**src/rtl/iso_loss_pkg.sv**
```systemverilog
package iso_loss_pkg;

  // progress of one cycle period after its synch event
  typedef enum logic [1:0] {
    PH_IDLE    = 2'd0,  // no synch seen since reset
    PH_WAIT    = 2'd1,  // synch seen, no start and no gap yet
    PH_GAP     = 2'd2,  // first subaction gap seen, awaiting next strobe
    PH_SETTLED = 2'd3   // period decided (start seen or loss predicted)
  } phase_t;

  typedef struct packed {
    logic start;
    logic subgap;
    logic arbgap;
  } bus_evt_t;

endpackage

```
**src/rtl/iso_synch_gen.sv**
```systemverilog
module iso_synch_gen (
  input  logic clk,
  input  logic rst_n,
  input  logic cyc_lsb,
  output logic synch_now
);

  logic prev_lsb_q, prev_lsb_d;
  logic prev_vld_q, prev_vld_d;

  always_comb begin
    prev_lsb_d = cyc_lsb;
    prev_vld_d = 1'b1;
    synch_now  = prev_vld_q & (cyc_lsb ^ prev_lsb_q);
  end

  always_ff @(posedge clk or negedge rst_n) begin
    if (!rst_n) begin
      prev_lsb_q <= 1'b0;
      prev_vld_q <= 1'b0;
    end else begin
      prev_lsb_q <= prev_lsb_d;
      prev_vld_q <= prev_vld_d;
    end
  end

endmodule

```
**src/rtl/iso_period_tracker.sv**
```systemverilog
module iso_period_tracker
  import iso_loss_pkg::*;
(
  input  logic     clk,
  input  logic     rst_n,
  input  logic     synch_now,
  input  bus_evt_t evt,
  input  logic     predict_en,
  output logic     lost_now
);

  phase_t phase_q, phase_d;
  logic   seen_q, seen_d;   // start strobe seen this period
  logic   rep_q, rep_d;     // loss already reported this period
  logic   actual, predict, pred_fire;

  always_comb begin
    phase_d = phase_q;
    seen_d  = seen_q;
    rep_d   = rep_q;
    actual  = 1'b0;
    predict = 1'b0;
    if (synch_now) begin
      // close the old period; start in this clock opens the new one
      actual  = (phase_q != PH_IDLE) && !seen_q && !rep_q;
      seen_d  = evt.start;
      rep_d   = 1'b0;
      phase_d = evt.start ? PH_SETTLED : PH_WAIT;
    end else begin
      case (phase_q)
        PH_WAIT: begin
          if (evt.start) begin
            seen_d  = 1'b1;
            phase_d = PH_SETTLED;
          end else if (evt.arbgap) begin
            predict = 1'b1;
            phase_d = PH_SETTLED;
          end else if (evt.subgap) begin
            phase_d = PH_GAP;
          end
        end
        PH_GAP: begin
          if (evt.start) begin
            seen_d  = 1'b1;
            phase_d = PH_SETTLED;
          end else if (evt.subgap || evt.arbgap) begin
            predict = 1'b1;
            phase_d = PH_SETTLED;
          end
        end
        PH_SETTLED: begin
          if (evt.start) seen_d = 1'b1;
        end
        default: ;
      endcase
    end
    pred_fire = predict && predict_en && !rep_q;
    if (pred_fire) rep_d = 1'b1;
    lost_now = actual || pred_fire;
  end

  always_ff @(posedge clk or negedge rst_n) begin
    if (!rst_n) begin
      phase_q <= PH_IDLE;
      seen_q  <= 1'b0;
      rep_q   <= 1'b0;
    end else begin
      phase_q <= phase_d;
      seen_q  <= seen_d;
      rep_q   <= rep_d;
    end
  end

endmodule

```
**src/rtl/iso_cycle_loss_mon.sv**
```systemverilog
module iso_cycle_loss_mon
  import iso_loss_pkg::*;
(
  input  logic clk,
  input  logic rst_n,
  input  logic cyc_lsb,
  input  logic start_seen,
  input  logic subgap_seen,
  input  logic arbgap_seen,
  input  logic predict_en,
  output logic synch_pulse,
  output logic lost_pulse
);

  logic     synch_now;
  logic     lost_now;
  bus_evt_t evt;
  logic     synch_d, lost_d;
  logic     synch_q, lost_q;

  assign evt = '{start: start_seen, subgap: subgap_seen, arbgap: arbgap_seen};

  iso_synch_gen u_synch (
    .clk       (clk),
    .rst_n     (rst_n),
    .cyc_lsb   (cyc_lsb),
    .synch_now (synch_now)
  );

  iso_period_tracker u_track (
    .clk        (clk),
    .rst_n      (rst_n),
    .synch_now  (synch_now),
    .evt        (evt),
    .predict_en (predict_en),
    .lost_now   (lost_now)
  );

  always_comb begin
    synch_d = synch_now;
    lost_d  = lost_now;
  end

  always_ff @(posedge clk or negedge rst_n) begin
    if (!rst_n) begin
      synch_q <= 1'b0;
      lost_q  <= 1'b0;
    end else begin
      synch_q <= synch_d;
      lost_q  <= lost_d;
    end
  end

  assign synch_pulse = synch_q;
  assign lost_pulse  = lost_q;

endmodule

```
**config.mk**
```make
export PLATFORM = sky130hd
export DESIGN_NAME = iso_cycle_loss_mon
export DESIGN_NICKNAME = d
export VERILOG_FILES = /design/src/rtl/iso_loss_pkg.sv /design/src/rtl/iso_synch_gen.sv /design/src/rtl/iso_period_tracker.sv /design/src/rtl/iso_cycle_loss_mon.sv
export SDC_FILE = /design/constraint.sdc
export NUM_CORES = 1
export LEC_CHECK = 0
export BUFFER_PORTS_ARGS = -buffer_cell sky130_fd_sc_hd__buf_2
export CAP_MARGIN = 25
export CORE_AREA = 2 2 39 41
export DETAILED_ROUTE_END_ITERATION = 8
export DIE_AREA = 0 0 41 43
export HOLD_SLACK_MARGIN = 0.12
export PLACE_DENSITY = 0.56
export SLEW_MARGIN = 20
export SYNTH_ARGS = -nofsm -noshare
export SYNTH_HDL_FRONTEND = slang
export SYNTH_SLANG_ARGS = --single-unit
```
**constraint.sdc**
```tcl
create_clock -name clk -period 2.05 [get_ports clk]
set_input_delay 0.1025 -clock clk [delete_from_list [all_inputs] [get_ports clk]]
set_output_delay 0.1025 -clock clk [all_outputs]
set_load 0.01 [all_outputs]
```
==> impl_results.md <==
- Status: finished, final reports clean
- Share of cells above drive strength 1: 25.5%
- Worst-path cell chain: inv_1, ha_1, nor2_1, or4_4, a21boi_1
- Final hold vios: 0
- Syn Area/Cell: 10.6 sq um
- Count leader, synth: dfrtp_1
- Max stage delay cell, worst path: or4_4
- Lkg Pwr: 0.252 nW
- Tot Pwr: 0.380 mW
- Post-DP Area: 464 sq um
- Final WS setup: 0.493 ns
- Die H: 43 um
- Num ports: 9
- CP delay by family, top: simple AND/OR/NAND/NOR gates
- Die area: 0.00176 sq mm
- DR WL/cell: 11.1 um
- Vias per Instance: 4.54
- Clock Root Buffer: clkbuf_4
- Final Max Slew Viols: 0
- Peak supply drop: 0.375 mV
- Overflow left after global routing: 0
- Most used DFF post-synth: dfrtp_1
- Post-Route Skew: 0.00934 ns
- Via Count: 304
- Startpoint types: register
- Sequential cell area fraction in the yosys report: 49.5%
- Netlist cell types: 19
- DRC viols: 0
- Ant diodes: 0
- Post-route ant nets: 0
- Tmin final: 1.56 ns
- Max-cap violations: 0
- P&R area growth vs syn: 25.4%
- Fin area: 507 sq um
- Gate count of the mapped netlist: 38
- Sw Share: 27.9%
- Clk_lat worst skew: 0.25 ns
- Gpl congestion: 0.738
- Final setup vio count: 0
- Layout Nets: 64
- Worst-path fanout max: 4
- First-pass GRT wire length: 1.03 mm
- DR pass1 iterations: 4
- Fin Setup TNS: 0 ns
- Die width: 41 um
- Largest net degree at the start of global routing: 9
- Number of synthesized flops with an enable pin: 0
- Site row count: 14
- Setup Buffers After CTS: 0
- Part of the power in the clock network: 31.2%
- #FFs+latches synth: 8
- HPWL Detailed: 553 um
- Post-synth top area cell: dfrtp_1
- Post-route clock period utilization: 76.0%
- Top post-synthesis cells by count: 8 x dfrtp_1, 5 x inv_1, 4 x ha_1
- Power density cells: 749 mW/mm^2
- Core area: 0.00138 sq mm
- Initial antenna violation count: 0
- Slowest stage delay, CP: 0.52 ns
- Gate power share: 20.7%
- Layout fillers: 136
- Worst EP arrival: 1.74 ns
- RSZ-0062 raised after global routing: false
- Critical path class: register to register
- Clk pin slew, worst setup/hold paths: 0.06 ns
- WP data required: 2.23 ns
- Post-cts sizing count: 0
- Post-Syn Area: 404 sq um
- CTS tree: built
- Clock buffer depth: 2
- Internal power: 0.274 mW
- H-tree Lvls: 1
- Critical path endpoint category: register
- Sequential share of power: 48.1%
- Initial DRC count: 5
- PortBufs: 8
- Mapped Nets: 49
- Final wirelength: 744 um
- Fmax achieved: 642 MHz
- Clock Sinks: 8
- Dpl ws: 0.498 ns
- Initial Util: 29.2%
- Switch Pwr: 0.106 mW
- Top cell type's share of synthesized area: 49.5%
- CTS Buf Count: 3
- Vias in the first global route: 255
- Synth top area cells: dfrtp_1 50%, ha_1 12%, inv_1 4.6%
- GR Util All Layers: 9.70%
- Reg2Reg Setup Slack: 0.49 ns
- Hold Path Class: input pin to register
- CP bufs+invs: 1
- YS warnings: 0
- Async SR Flop Fraction: 100%
==> registers in the layout, indices dropped and copies added (netlist names) <==
name,count
u_track.rep_q,1
u_synch.prev_vld_q,1
u_track.seen_q,1
u_track.phase_q,2
u_synch.prev_lsb_q,1
lost_pulse,1
synch_pulse,1
==> final cells by class <==
type                    count  area [sq um]  share of cell area, %
flip-flops and latches      8           200                   39.5
multi-input cells          25           185                   36.5
repair buffers             10          60.1                   11.9
clock buffers               3          22.5                   4.44
well taps                  16          20.0                   3.95
inverters                   5          18.8                   3.70
==> worst register-to-register path, cell delays in order (launching register included) <==
cell and delay (ns):
dfrtp_1 0.37, inv_1 0.13, ha_1 0.21, nor2_1 0.08, or4_4 0.52, a21boi_1 0.17
==> power groups by stage <==
stage / clock (mW) / sequential [mW] / combinational, mW
2_1_floorplan: 0 / 0.185 / 0.0500
3_3_place_gp: 0 / 0.185 / 0.0769
3_5_place_dp: 0 / 0.185 / 0.0760
4_1_cts: 0.124 / 0.182 / 0.0791
5_1_grt: 0.130 / 0.184 / 0.0888
6_report: 0.119 / 0.183 / 0.0784
==> worst paths after layout <==
kind                                    startpoint            endpoint  depth (start not counted)
worst min register to register      u_track.seen_q      u_track.seen_q                          1
worst min-delay path                    start_seen      u_track.seen_q                          2
worst max-delay path            u_track.phase_q[0]       u_track.rep_q                          5
max in group asynchronous                    rst_n  u_synch.prev_lsb_q                          2
min in group asynchronous                    rst_n         synch_pulse                          2
worst max register to register  u_track.phase_q[0]       u_track.rep_q                          5
==> stage by stage <==
stage	util (%)	hold slack [ns]	instances
CTS	36.6	0.165	67
floorplan	-	-0.193	38
detailed placement	33.5	-0.0428	62
global placement	33.5	-0.0484	62
global route	36.6	0.186	67
finish	36.6	0.173	67
==> cells by family (layout without fill, tap and decap cells) <==
| family | count (synthesis) | after routing | synth area share (%) |
|---|---|---|---|
| AND/OR/NAND/NOR | 10 | 10 | 14.2 |
| buffers and inverters | 5 | 18 | 4.64 |
| flip-flops | 8 | 8 | 49.5 |
| XOR/XNOR | 1 | 1 | 2.17 |
| AO/OA/AOI/OAI | 9 | 9 | 16.1 |
| other | 1 | 1 | 0.928 |
| adder cells (fa/ha/maj) | 4 | 4 | 12.4 |
==> routing by layer <==
| metal | track usage [%] | vias to the layer above | wire length [um] |
|---|---|---|---|
| li1 | - | 158 | - |
| met1 | 10.5 | 134 | 333 |
| met2 | 12.5 | 10 | 338 |
| met3 | 7.85 | 2 | 59 |
| met4 | 6.00 | 0 | 13 |
| met5 | 0 | - | 0 |
==> what timing repair did <==
| item | CTS | global route |
|---|---|---|
| hold endpoints to repair | 9 | 0 |
| hold buffers | 2 | 0 |
| setup endpoints to repair | 0 | 0 |
==> layout by cell type, fill, tap and decap left out <==
master,count
conb_1,1
or4_4,1
o22ai_2,1
or3_1,1
xnor2_1,1
o21a_1,1
o21ai_0,3
nor3_1,2
dlygate4sd3_1,2
nor4_1,2
clkbuf_4,3
buf_2,8
a21oi_1,1
nor2_1,1
ha_1,4
inv_1,5
a311oi_1,1
a21boi_1,1
nand2_1,2
a22o_1,1
dfrtp_1,8
nand2b_1,1
Power figures use the tool's default switching activity.
